**src/rtl/uart_mp_rx_pkg.sv**
```systemverilog
package uart_mp_rx_pkg;

  typedef enum logic [2:0] {
    ST_IDLE,
    ST_START,
    ST_DATA,
    ST_NINTH,
    ST_STOP,
    ST_SHIFT
  } rx_state_e;

  typedef enum logic [1:0] {
    MODE_SHIFT = 2'b00,
    MODE_8BIT  = 2'b01,
    MODE_9BIT  = 2'b10,
    MODE_9VAR  = 2'b11
  } rx_mode_e;

  localparam int unsigned CTRL_W      = 8;
  localparam int unsigned BIT_MODE_HI = 7;
  localparam int unsigned BIT_MODE_LO = 6;
  localparam int unsigned BIT_FILT    = 5;
  localparam int unsigned BIT_REN     = 4;
  localparam int unsigned BIT_RB8     = 2;
  localparam int unsigned BIT_RI      = 0;

endpackage

```
**src/rtl/uart_mp_rx_sync.sv**
```systemverilog
module uart_mp_rx_sync #(
  parameter int unsigned STAGES = 2
) (
  input  logic clk_i,
  input  logic rst_ni,
  input  logic d_i,
  output logic q_o
);

  logic [STAGES-1:0] chain_q;

  generate
    if (STAGES > 1) begin : g_multi
      always_ff @(posedge clk_i or negedge rst_ni) begin
        if (!rst_ni) chain_q <= '1;
        else         chain_q <= {chain_q[STAGES-2:0], d_i};
      end
    end else begin : g_single
      always_ff @(posedge clk_i or negedge rst_ni) begin
        if (!rst_ni) chain_q <= '1;
        else         chain_q <= d_i;
      end
    end
  endgenerate

  assign q_o = chain_q[STAGES-1];

endmodule

```
**src/rtl/uart_mp_rx_vote.sv**
```systemverilog
module uart_mp_rx_vote #(
  parameter int unsigned OVS   = 16,
  parameter int unsigned CNT_W = $clog2(OVS)
) (
  input  logic             clk_i,
  input  logic             rst_ni,
  input  logic             tick_i,
  input  logic [CNT_W-1:0] cnt_i,
  input  logic             rxd_i,
  output logic             bit_o,
  output logic             valid_o
);

  localparam logic [CNT_W-1:0] SMP_A = CNT_W'(OVS / 2 - 1);
  localparam logic [CNT_W-1:0] SMP_B = CNT_W'(OVS / 2);
  localparam logic [CNT_W-1:0] SMP_C = CNT_W'(OVS / 2 + 1);

  logic smp_a_q, smp_b_q;

  always_ff @(posedge clk_i or negedge rst_ni) begin
    if (!rst_ni) begin
      smp_a_q <= 1'b1;
      smp_b_q <= 1'b1;
    end else if (tick_i) begin
      if (cnt_i == SMP_A) smp_a_q <= rxd_i;
      if (cnt_i == SMP_B) smp_b_q <= rxd_i;
    end
  end

  assign valid_o = tick_i && (cnt_i == SMP_C);
  assign bit_o   = (smp_a_q & smp_b_q) | (smp_a_q & rxd_i) | (smp_b_q & rxd_i);

endmodule

```
**src/rtl/uart_mp_rx_addr.sv**
```systemverilog
module uart_mp_rx_addr #(
  parameter int unsigned DATA_W = 8
) (
  input  logic [DATA_W-1:0] byte_i,
  input  logic [DATA_W-1:0] node_i,
  input  logic [DATA_W-1:0] mask_i,
  output logic              hit_o
);

  logic [DATA_W-1:0] bcast;
  logic              own_hit, bcast_hit;

  assign bcast     = node_i | mask_i;
  assign own_hit   = ((byte_i ^ node_i) & mask_i) == '0;
  assign bcast_hit = ((byte_i ^ bcast) & mask_i) == '0;
  assign hit_o     = own_hit | bcast_hit;

endmodule

```
**src/rtl/uart_mp_rx_frame.sv**
```systemverilog
module uart_mp_rx_frame
  import uart_mp_rx_pkg::*;
#(
  parameter int unsigned DATA_W = 8,
  parameter int unsigned OVS    = 16,
  parameter int unsigned CNT_W  = $clog2(OVS),
  parameter int unsigned IDX_W  = $clog2(DATA_W)
) (
  input  logic              clk_i,
  input  logic              rst_ni,
  input  logic              tick_i,
  input  logic              rxd_i,
  input  rx_mode_e          mode_i,
  input  logic              en_i,
  input  logic              hold_i,
  input  logic              vote_i,
  input  logic              vote_valid_i,
  output logic [CNT_W-1:0]  cnt_o,
  output logic [DATA_W-1:0] data_o,
  output logic              bit9_o,
  output logic              stop_o,
  output logic              frame_done_o,
  output logic              shift_done_o
);

  localparam logic [CNT_W-1:0] CNT_LAST = CNT_W'(OVS - 1);
  localparam logic [IDX_W-1:0] IDX_LAST = IDX_W'(DATA_W - 1);

  rx_state_e         state_q;
  logic [CNT_W-1:0]  cnt_q;
  logic [IDX_W-1:0]  idx_q;
  logic [DATA_W-1:0] sh_q;
  logic              b9_q;
  logic              armed_q;
  logic              end_tick;

  assign end_tick = tick_i && (cnt_q == CNT_LAST);

  always_ff @(posedge clk_i or negedge rst_ni) begin
    if (!rst_ni) begin
      state_q <= ST_IDLE;
      cnt_q   <= '0;
      idx_q   <= '0;
      sh_q    <= '0;
      b9_q    <= 1'b0;
      armed_q <= 1'b0;
    end else if (!en_i) begin
      state_q <= ST_IDLE;
      cnt_q   <= '0;
      armed_q <= 1'b0;
    end else begin
      if (state_q != ST_IDLE && tick_i)
        cnt_q <= (cnt_q == CNT_LAST) ? '0 : cnt_q + 1'b1;
      case (state_q)
        ST_IDLE: begin
          if (rxd_i) armed_q <= 1'b1;
          if (tick_i) begin
            if (mode_i == MODE_SHIFT) begin
              if (!hold_i) begin
                state_q <= ST_SHIFT;
                cnt_q   <= CNT_W'(1);
                idx_q   <= '0;
              end
            end else if (!rxd_i && armed_q) begin
              // detection tick counts as sample 0 of the start bit
              state_q <= ST_START;
              cnt_q   <= CNT_W'(1);
              armed_q <= 1'b0;
            end
          end
        end
        ST_START: begin
          if (vote_valid_i && vote_i) state_q <= ST_IDLE;
          else if (end_tick) begin
            state_q <= ST_DATA;
            idx_q   <= '0;
          end
        end
        ST_DATA, ST_SHIFT: begin
          if (vote_valid_i) sh_q <= {vote_i, sh_q[DATA_W-1:1]};
          if (end_tick) begin
            if (idx_q == IDX_LAST) begin
              if (state_q == ST_SHIFT) state_q <= ST_IDLE;
              else if (mode_i[1])      state_q <= ST_NINTH;
              else                     state_q <= ST_STOP;
            end else begin
              idx_q <= idx_q + 1'b1;
            end
          end
        end
        ST_NINTH: begin
          if (vote_valid_i) b9_q <= vote_i;
          if (end_tick) state_q <= ST_STOP;
        end
        ST_STOP: begin
          if (vote_valid_i) begin
            state_q <= ST_IDLE;
            armed_q <= 1'b0;
          end
        end
        default: state_q <= ST_IDLE;
      endcase
    end
  end

  assign cnt_o        = cnt_q;
  assign data_o       = sh_q;
  assign bit9_o       = b9_q;
  assign stop_o       = vote_i;
  assign frame_done_o = en_i && (state_q == ST_STOP) && vote_valid_i;
  assign shift_done_o = en_i && (state_q == ST_SHIFT) && end_tick && (idx_q == IDX_LAST);

  p_disable_idle_r2: assert property (@(posedge clk_i) disable iff (!rst_ni)
    !en_i |=> state_q == ST_IDLE);

  p_false_start_r3: assert property (@(posedge clk_i) disable iff (!rst_ni)
    (en_i && state_q == ST_START && vote_valid_i && vote_i) |=> state_q == ST_IDLE);

  p_shift_wait_r12: assert property (@(posedge clk_i) disable iff (!rst_ni)
    (en_i && state_q == ST_IDLE && mode_i == MODE_SHIFT && hold_i) |=> state_q == ST_IDLE);

endmodule

```
**src/rtl/uart_mp_rx.sv**
```systemverilog
module uart_mp_rx
  import uart_mp_rx_pkg::*;
#(
  parameter int unsigned DATA_W      = 8,
  parameter int unsigned OVS         = 16,
  parameter int unsigned SYNC_STAGES = 2
) (
  input  logic              clk_i,
  input  logic              rst_ni,
  input  logic              rxd_i,
  input  logic              tick16_i,
  input  logic              fe_sel_i,
  input  logic              ctrl_we_i,
  input  logic [7:0]        ctrl_wdata_i,
  output logic [7:0]        ctrl_rdata_o,
  input  logic [DATA_W-1:0] node_addr_i,
  input  logic [DATA_W-1:0] addr_mask_i,
  output logic [DATA_W-1:0] rx_data_o,
  output logic              rb8_o,
  output logic              ri_o,
  output logic              fe_o
);

  localparam int unsigned CNT_W = $clog2(OVS);
  localparam int unsigned IDX_W = $clog2(DATA_W);

  logic              mode_hi_q, mode_lo_q, filt_q, ren_q, rb8_q, ri_q, fe_q;
  logic [DATA_W-1:0] data_q;
  logic              rxd_s, vote_bit, vote_vld;
  logic [CNT_W-1:0]  cnt;
  logic [DATA_W-1:0] fr_data;
  logic              fr_b9, fr_stop, fr_done, sh_done, addr_hit;
  logic              take, fe_set, accept_ok, rb8_nxt;
  rx_mode_e          mode;
  logic              unused_wbits;

  assign mode         = rx_mode_e'({mode_hi_q, mode_lo_q});
  assign unused_wbits = ^{ctrl_wdata_i[3], ctrl_wdata_i[1]};

  uart_mp_rx_sync #(.STAGES(SYNC_STAGES)) u_sync (
    .clk_i (clk_i),
    .rst_ni(rst_ni),
    .d_i   (rxd_i),
    .q_o   (rxd_s)
  );

  uart_mp_rx_vote #(.OVS(OVS), .CNT_W(CNT_W)) u_vote (
    .clk_i  (clk_i),
    .rst_ni (rst_ni),
    .tick_i (tick16_i),
    .cnt_i  (cnt),
    .rxd_i  (rxd_s),
    .bit_o  (vote_bit),
    .valid_o(vote_vld)
  );

  uart_mp_rx_frame #(.DATA_W(DATA_W), .OVS(OVS), .CNT_W(CNT_W), .IDX_W(IDX_W)) u_frame (
    .clk_i       (clk_i),
    .rst_ni      (rst_ni),
    .tick_i      (tick16_i),
    .rxd_i       (rxd_s),
    .mode_i      (mode),
    .en_i        (ren_q),
    .hold_i      (ri_q),
    .vote_i      (vote_bit),
    .vote_valid_i(vote_vld),
    .cnt_o       (cnt),
    .data_o      (fr_data),
    .bit9_o      (fr_b9),
    .stop_o      (fr_stop),
    .frame_done_o(fr_done),
    .shift_done_o(sh_done)
  );

  uart_mp_rx_addr #(.DATA_W(DATA_W)) u_addr (
    .byte_i(fr_data),
    .node_i(node_addr_i),
    .mask_i(addr_mask_i),
    .hit_o (addr_hit)
  );

  always_comb begin
    accept_ok = 1'b0;
    rb8_nxt   = rb8_q;
    fe_set    = 1'b0;
    take      = 1'b0;
    if (fr_done) begin
      fe_set = !fr_stop;
      if (mode == MODE_8BIT) begin
        accept_ok = !filt_q || (fr_stop && addr_hit);
        rb8_nxt   = fr_stop;
      end else begin
        accept_ok = !filt_q || (fr_b9 && addr_hit);
        rb8_nxt   = fr_b9;
      end
      take = accept_ok && !ri_q;
    end else if (sh_done) begin
      take = !ri_q;
    end
  end

  always_ff @(posedge clk_i or negedge rst_ni) begin
    if (!rst_ni) begin
      mode_hi_q <= 1'b0;
      mode_lo_q <= 1'b0;
      filt_q    <= 1'b0;
      ren_q     <= 1'b0;
      rb8_q     <= 1'b0;
      ri_q      <= 1'b0;
      fe_q      <= 1'b0;
      data_q    <= '0;
    end else begin
      if (ctrl_we_i) begin
        mode_lo_q <= ctrl_wdata_i[BIT_MODE_LO];
        filt_q    <= ctrl_wdata_i[BIT_FILT];
        ren_q     <= ctrl_wdata_i[BIT_REN];
        if (!fe_sel_i) mode_hi_q <= ctrl_wdata_i[BIT_MODE_HI];
      end
      // hardware events win over a same-cycle write
      if (fe_set)                      fe_q <= 1'b1;
      else if (ctrl_we_i && fe_sel_i)  fe_q <= ctrl_wdata_i[BIT_MODE_HI];
      if (take) begin
        ri_q   <= 1'b1;
        data_q <= fr_data;
        if (fr_done) rb8_q <= rb8_nxt;
      end else if (ctrl_we_i) begin
        ri_q  <= ctrl_wdata_i[BIT_RI];
        rb8_q <= ctrl_wdata_i[BIT_RB8];
      end
    end
  end

  assign ctrl_rdata_o = {fe_sel_i ? fe_q : mode_hi_q, mode_lo_q, filt_q, ren_q,
                         1'b0, rb8_q, 1'b0, ri_q};
  assign rx_data_o    = data_q;
  assign rb8_o        = rb8_q;
  assign ri_o         = ri_q;
  assign fe_o         = fe_q;

  p_fe_sticky_r6: assert property (@(posedge clk_i) disable iff (!rst_ni)
    (fe_q && !(ctrl_we_i && fe_sel_i)) |=> fe_q);

  p_ri_hold_r13: assert property (@(posedge clk_i) disable iff (!rst_ni)
    (ri_q && !ctrl_we_i) |=> ri_q);

  p_no_overwrite_r11: assert property (@(posedge clk_i) disable iff (!rst_ni)
    ri_q |=> $stable(data_q));

  p_rx_gated_r2: assert property (@(posedge clk_i) disable iff (!rst_ni)
    (!ren_q && !ctrl_we_i) |=> !$rose(ri_q));

endmodule

```
**config.mk**
```make
export PLATFORM = sky130hd
export DESIGN_NAME = uart_mp_rx
export DESIGN_NICKNAME = d
export VERILOG_FILES = /design/src/rtl/uart_mp_rx_pkg.sv /design/src/rtl/uart_mp_rx_sync.sv /design/src/rtl/uart_mp_rx_vote.sv /design/src/rtl/uart_mp_rx_addr.sv /design/src/rtl/uart_mp_rx_frame.sv /design/src/rtl/uart_mp_rx.sv
export SDC_FILE = /design/constraint.sdc
export NUM_CORES = 1
export LEC_CHECK = 0
export ABC_AREA = 1
export BUFFER_PORTS_ARGS = -buffer_cell sky130_fd_sc_hd__clkbuf_2
export CAP_MARGIN = 20
export CORE_ASPECT_RATIO = 0.9
export CORE_UTILIZATION = 55
export DETAILED_ROUTE_END_ITERATION = 7
export PLACE_DENSITY = 0.86
export SKIP_CTS_REPAIR_TIMING = 1
export SYNTH_ARGS = -nofsm -noshare
export SYNTH_HDL_FRONTEND = slang
export SYNTH_SLANG_ARGS = --single-unit
```
**constraint.sdc**
```tcl
create_clock -name clk_i -period 2.42 [get_ports clk_i]
set_clock_uncertainty 0.2 [all_clocks]
set_input_delay 0.121 -clock clk_i [delete_from_list [all_inputs] [get_ports clk_i]]
set_output_delay 0.121 -clock clk_i [all_outputs]
set_load 0.01 [all_outputs]
```
* Yosys cells after proc, flatten, opt, wreduce, memory -nomap -nowiden
Cells that the tools add are included.
** Cells by class
- $add $sub $neg :: 2
- Multiply operators :: 0
- Divide/modulo/power cells :: 0
- $lt $le $gt $ge :: 0
- Equal/unequal tests :: 28
- Shift-type cells :: 0
- Mux-type cells :: 51
- Bitwise operators :: 12
- Reduce and logical (&&, ||, !) cells :: 38
** Operator list (number)
- 2-to-1 mux 3 bit :: 20
- 2-to-1 mux 4 bit :: 8
- 2-to-1 mux 1 bit :: 20
- AND 8 bit :: 2
- logical NOT 8 bit :: 2
- XOR 8 bit :: 2
- one-hot mux 3 bit (5 select lines) :: 1
- logical AND 1 bit :: 14
- equality test 4 bit (second input constant) :: 3
- inequality test 3 x 2 -> 1 bit (second input constant) :: 4
- inequality test 2 bit (second input constant) :: 5
- AND reduction 2 bit :: 5
- equality test 3 bit (second input constant) :: 3
- one-hot mux 3 bit (3 select lines) :: 1
- AND reduction 9 bit :: 1
- inequality test 4 x 2 -> 1 bit (second input constant) :: 2
- bitwise OR 8 bit :: 1
- AND reduction 8 bit :: 1
- equality test 3 x 2 -> 1 bit (second input constant) :: 2
- inequality test 2 x 1 -> 1 bit (second input constant) :: 3
- AND reduction 3 bit :: 2
- nonzero test 3 bit :: 2
- adder 4 x 1 -> 4 bit (second input constant) :: 1
- equality test 4 x 3 -> 1 bit (second input constant) :: 1
- 16 further kinds :: 25
** Storage, ports and cells
- Flip-flop bits (word level) :: 39
- Bits in latches :: 0
- Memory bits (writable) :: 0
- Memory bits (read-only) :: 0
- Bits of input ports :: 30
- Output and inout port bits :: 19
- Memories :: 0

* Logic depth before layout (Yosys ltp)
- Depth after elaboration :: 13
- Depth in mapped cells :: 14
- Gate-level depth less buffers :: 14

* By module
A second synthesis with hierarchy kept.
** Second synthesis, totals
- Cell total of the unflattened synthesis :: 334
- Area, all modules :: 2483.6 um^2
** Modules (own cells, without submodules)
- uart_mp_rx_frame :: times used 1, cells each 155, area an instance 1256.2 um^2
- uart_mp_rx :: times used 1, cells each 95, area an instance 779.5 um^2
- uart_mp_rx_addr :: times used 1, cells each 62, area an instance 250.2 um^2
- uart_mp_rx_vote :: times used 1, cells each 20, area an instance 145.1 um^2
- uart_mp_rx_sync :: times used 1, cells each 2, area an instance 52.6 um^2

* Least setup slack after synthesis
Ideal clock, no wire load.
- Path type :: reg2reg
- Start point :: register u_frame.cnt_q[1] (netlist: u_frame.cnt_o[1])
- End point :: register ri_q (netlist: ri_o)
- Setup time :: 130 ps
- Arrival :: 1506 ps
- Data required time :: 2090 ps
- Slack :: 584 ps
- Cell stages (with the launch flop) :: 11
- Path buffers :: 1
- Cell sequence :: dfrtp_1 inv_1 ha_1 nand4_2 nor2_4 nand2_4 nor2_1 nand2_2 nand2_4 buf_12 o211ai_2
** On the way
- Word-level cells in the longest chain between the ends :: 7
- Elaborated cells on any way between the ends :: 11
- Those cells by class :: eq/ne: 2; mux: 3; reduce/logical: 6
** RTL lines
- start: declaration :: line uart_mp_rx_frame.sv:30 : logic [CNT_W-1:0] cnt_q;
- start signal: assignment :: line uart_mp_rx_frame.sv:53 : cnt_q <= (cnt_q == CNT_LAST) ? '0 : cnt_q + 1'b1;
- equality test 4 bit :: line uart_mp_rx_frame.sv:37 : assign end_tick = tick_i && (cnt_q == CNT_LAST);
- logical AND 1 bit :: line uart_mp_rx_frame.sv:37
- logical AND 1 bit (2 in a row) :: line uart_mp_rx_frame.sv:111 : assign shift_done_o = en_i && (state_q == ST_SHIFT) && end_tick && (idx_q == IDX_LAST);
- 2-to-1 mux 1 bit :: line uart_mp_rx.sv:97 : end else if (sh_done) begin
- 2-to-1 mux 1 bit (*) :: line uart_mp_rx.sv:87 : if (fr_done) begin
- 2-to-1 mux 1 bit or nonzero test 2 bit (tied branches)
- end signal: assignment :: line uart_mp_rx.sv:127 : ri_q <= ctrl_wdata_i[BIT_RI];
- end: declaration :: line uart_mp_rx.sv:27 : logic mode_hi_q, mode_lo_q, filt_q, ren_q, rb8_q, ri_q, fe_q;
Mark *: on every way between the ends. The rest lies on a longest branch, timed or not.
A chain may end at the register's enable or synchronous reset.

* Worst setup path in the final report
- Start point :: register u_sync.chain_q[1]
- End point :: register u_frame.state_q[0]
** On the way
- Word-level cells in the longest chain between the ends :: 7
- Elaborated cells on any way between the ends :: 13
- Those cells by class :: eq/ne: 2; mux: 3; bitwise: 4; reduce/logical: 4
** RTL lines
- start: declaration :: line uart_mp_rx_sync.sv:10 : logic [STAGES-1:0] chain_q;
- start signal: assignment :: line uart_mp_rx_sync.sv:16 : else chain_q <= {chain_q[STAGES-2:0], d_i};
- AND 1 bit :: line uart_mp_rx_vote.sv:31 : assign bit_o = (smp_a_q & smp_b_q) | (smp_a_q & rxd_i) | (smp_b_q & rxd_i);
- bitwise OR 1 bit (2 in a row) :: line uart_mp_rx_vote.sv:31
- logical AND 1 bit :: line uart_mp_rx_frame.sv:73 : if (vote_valid_i && vote_i) state_q <= ST_IDLE;
- 2-to-1 mux 3 bit :: line uart_mp_rx_frame.sv:73
- one-hot mux 3 bit (5 select lines) :: line uart_mp_rx_frame.sv:54 : case (state_q)
- 2-to-1 mux 3 bit :: line uart_mp_rx_frame.sv:47 : end else if (!en_i) begin
- end signal: assignment :: line uart_mp_rx_frame.sv:48 : state_q <= ST_IDLE;
- end signal: assignment :: line uart_mp_rx_frame.sv:73
- end signal: assignment :: line uart_mp_rx_frame.sv:75 : state_q <= ST_DATA;
- end: declaration :: line uart_mp_rx_frame.sv:29 : rx_state_e state_q;
Several ways; a longest one is shown, not always the timed one.

==> results.yml <==
yosys:
  synthXorXnorAreaFrac: 0
  ys_seq_elements: 39
  synth_edf_count: 0
  yosysTopAreaCell: "dfrtp_1"
  synth_fa_ha_area_frac: 0.0268
  synth_top_family_by_area: "simple AND/OR/NAND/NOR gates"
  syn_area_um2: 2340
  yosysMostFrequentCell: "nand2_1"
  synth.distinct_cells: 38
  synthArstFlopShare: 1.00
  synth_top_area_share: 0.375
  avgSynthCellArea_um2: 7.76
  synthFlopType: "dfrtp_1"
  synthTopCellsByCount: "90 x nand2_1, 41 x inv_1, 35 x dfrtp_1, 23 x o21ai_0, 18 x nor2_1"
  yosysSeqAreaShare: 0.420
  postSynthCellCount: 301
  synth_area_leaders: "dfrtp_1 37%, nand2_1 14%, inv_1 6.6%"
  synth_mux_area_frac: 0
  synth-compound-area-share: 0.165
  yosys.area_share.simple: 0.274
  ys_warn_count: 0
worst_setup_path:
  crit_path_max_incr_delay_ns: 0.55
  criticalPathCategory: "register to register"
  critical_path_required_ns: 2.39
  crit_top_cell: "nand2_1"
  crit_chain: "inv_1 > nand2_1 > o21ai_0 > or2_1 > nand4_1 > o21ai_1 > nor2_1 > nand2_1 > nand2_1 > o21ai_1"
  start_kind: "register"
  crit_slowest_cell: "dfstp_2"
  r2r_start: "u_sync.chain_q[1]$_DFF_PN1_"
  cp.arrival_ns: 2.07
  timing.critical_path.from: "u_sync.chain_q[1]$_DFF_PN1_"
  crit_family: "simple AND/OR/NAND/NOR gates"
  worst-path-stages: 10
  reg2reg_slack_ns: 0.32
  cp_max_fo: 6
  critical_path.endpoint: "u_frame.state_q[0]$_DFFE_PN0P_"
  r2r_cells: 10
  reg2reg_to: "u_frame.state_q[0]$_DFFE_PN0P_"
  end_kind: "register"
  path_buf_inv: 1
timing:
  grt_setup_unrepaired: "no"
  finalHoldViolCount: 3
  fmax_mhz: 477
  drv_slew: 0
  fin_crit_sh: 0.867
  setup_violations: 0
  finalSetupTns_ns: 0
  fin_hold_ws_ns: -0.0182
  fin_crit_ns: 2.10
  timing.slew.headroom: 0.378
  tightest_slew_ns: 0.933
clocking:
  cts.sinks: 39
  cts_buffer_depth: 2
  tritoncts: "yes"
  clock_latency_ns: 0.29
  cts.clk_slew.worst_paths_ns: 0.08
  clockRootBuffer: "clkbuf_8"
  cts_buffers: 5
  htree_levels: 2
floorplan:
  rows: 22
  coreArea_um2: 4070
  chipHeight_um: 63.8
  die_w_um: 70.7
  io_pins: 49
  die-area_um2: 4510
  initial_core_util: 0.574
routing:
  wl_um: 4850
  ant_nets: 0
  detail_route.iter0.violations: 171
  viasPerCell: 5.28
  firstDrtPassIters: 6
  drc: 8
  wl_per_cell_um: 12.1
  vias: 2110
grt:
  grt_overflow: 0
  grt.total_usage: 0.232
  grt_antenna_before_repair: 0
  grt_max_degree: 40
  grt_pass1_wl_um: 8220
  grt_pass1_vias: 1912
finish:
  area_growth_syn_to_layout_pct: 17.0
  finalNetCount: 386
  n_antenna_cell: 0
  drive_above_1_share: 0.227
pwr:
  irDropWorstVdd_v: 0.000349
  p_per_area_nw_per_um2: 672
  p_leak_nw: 1.43
  p_total_mw: 1.84
place:
  place_hpwl_um: 3500
  io_buffers: 44
  gp_congestion: 0.882
flow_run:
  maxCapViolCount: 0
outcome:
  status: "finished, violations left"
  violations: "DRC, hold timing"
worst_hold_path:
  min_path_type: "input port to register"
state kept, by name, summed over array words and instances, names as in the netlist:
name / flops
rx_data_o: 8
rb8_o: 1
u_frame.cnt_o: 4
u_vote.smp_b_q: 1
u_vote.smp_a_q: 1
filt_q: 1
fe_o: 1
ren_q: 1
mode_lo_q: 1
mode_hi_q: 1
ri_o: 1
u_frame.armed_q: 1
u_frame.state_q: 3
u_frame.data_o: 8
u_sync.chain_q: 2
u_frame.idx_q: 3
u_frame.bit9_o: 1
per-layer routing:
| layer | up-vias | part of all wire | global-route usage |
|---|---|---|---|
| li1 | 1065 | - | - |
| met1 | 968 | 0.46 | 0.309 |
| met5 | - | 0 | 0 |
| met4 | 0 | 0.015 | 0.0675 |
| met2 | 67 | 0.47 | 0.380 |
| met3 | 10 | 0.054 | 0.0521 |
cells by family after synthesis:
group / after synthesis
flops: 39
buf+inv: 54
simple gates: 142
other cells: 1
fa+ha+maj: 5
compound gates: 60
worst min-delay path, delay by kind of cell:
kind,cells,cell delay (ns)
and+or+nand+nor,1,0.13
buffers and inverters,1,0.14
AOI/OAI and AO/OA,1,0.09
metrics by stage:
stage	area [um^2]	util	setup slack, ns	instances
after detailed placement	2530	0.620	0.345	383
after global routing	2730	0.671	0.144	400
after global placement	2530	0.620	0.408	383
after floorplan	2340	-	0.584	302
after CTS	2640	0.649	0.329	391
final	2730	0.671	0.323	400
placed cells by master (no fill, tap or decap), drive strengths merged:
cell type / count
o21ai: 36
clkinv: 1
ha: 5
dfrtp: 35
o311ai: 1
inv: 43
o211ai: 1
nand3: 14
nor2: 21
a21o: 1
a221oi: 1
o31ai: 2
o221ai: 1
nand2: 96
nand4: 5
a21oi: 7
or2: 1
bufinv: 1
dfstp: 4
a22oi: 1
nor4: 1
a31oi: 5
clkbuf: 50
conb: 2
nor3: 4
dlygate4sd3: 9
a211oi: 4
cell type report:
type                            instances  area, um^2
Clock buffer                            6        82.6
Clock inverter                          2        35.0
Fill cell                             342        1340
Inverter                               43         169
Multi-Input combinational cell        209        1100
Sequential cell                        39         981
Tap cell                               48        60.1
Timing Repair Buffer                   53         310
where the power goes:
part	internal (mW)	switching, mW
clock network	0.334	0.224
registers	0.709	0.0683
logic	0.169	0.333
total	1.21	0.626
worst min-delay path by stage:
stage | from | end | depth (start not counted)
floorplan | rst_ni | fe_o$_DFFE_PN0P_ | 0
global placement | rxd_i | u_sync.chain_q[0]$_DFF_PN1_ | 1
detailed placement | rxd_i | u_sync.chain_q[0]$_DFF_PN1_ | 1
CTS | rxd_i | u_sync.chain_q[0]$_DFF_PN1_ | 1
global route | ctrl_we_i | ri_o$_DFFE_PN0P_ | 2
finish | tick16_i | u_vote.smp_b_q$_DFFE_PN1P_ | 3
No activity file was read; power rests on OpenSTA's default activity.
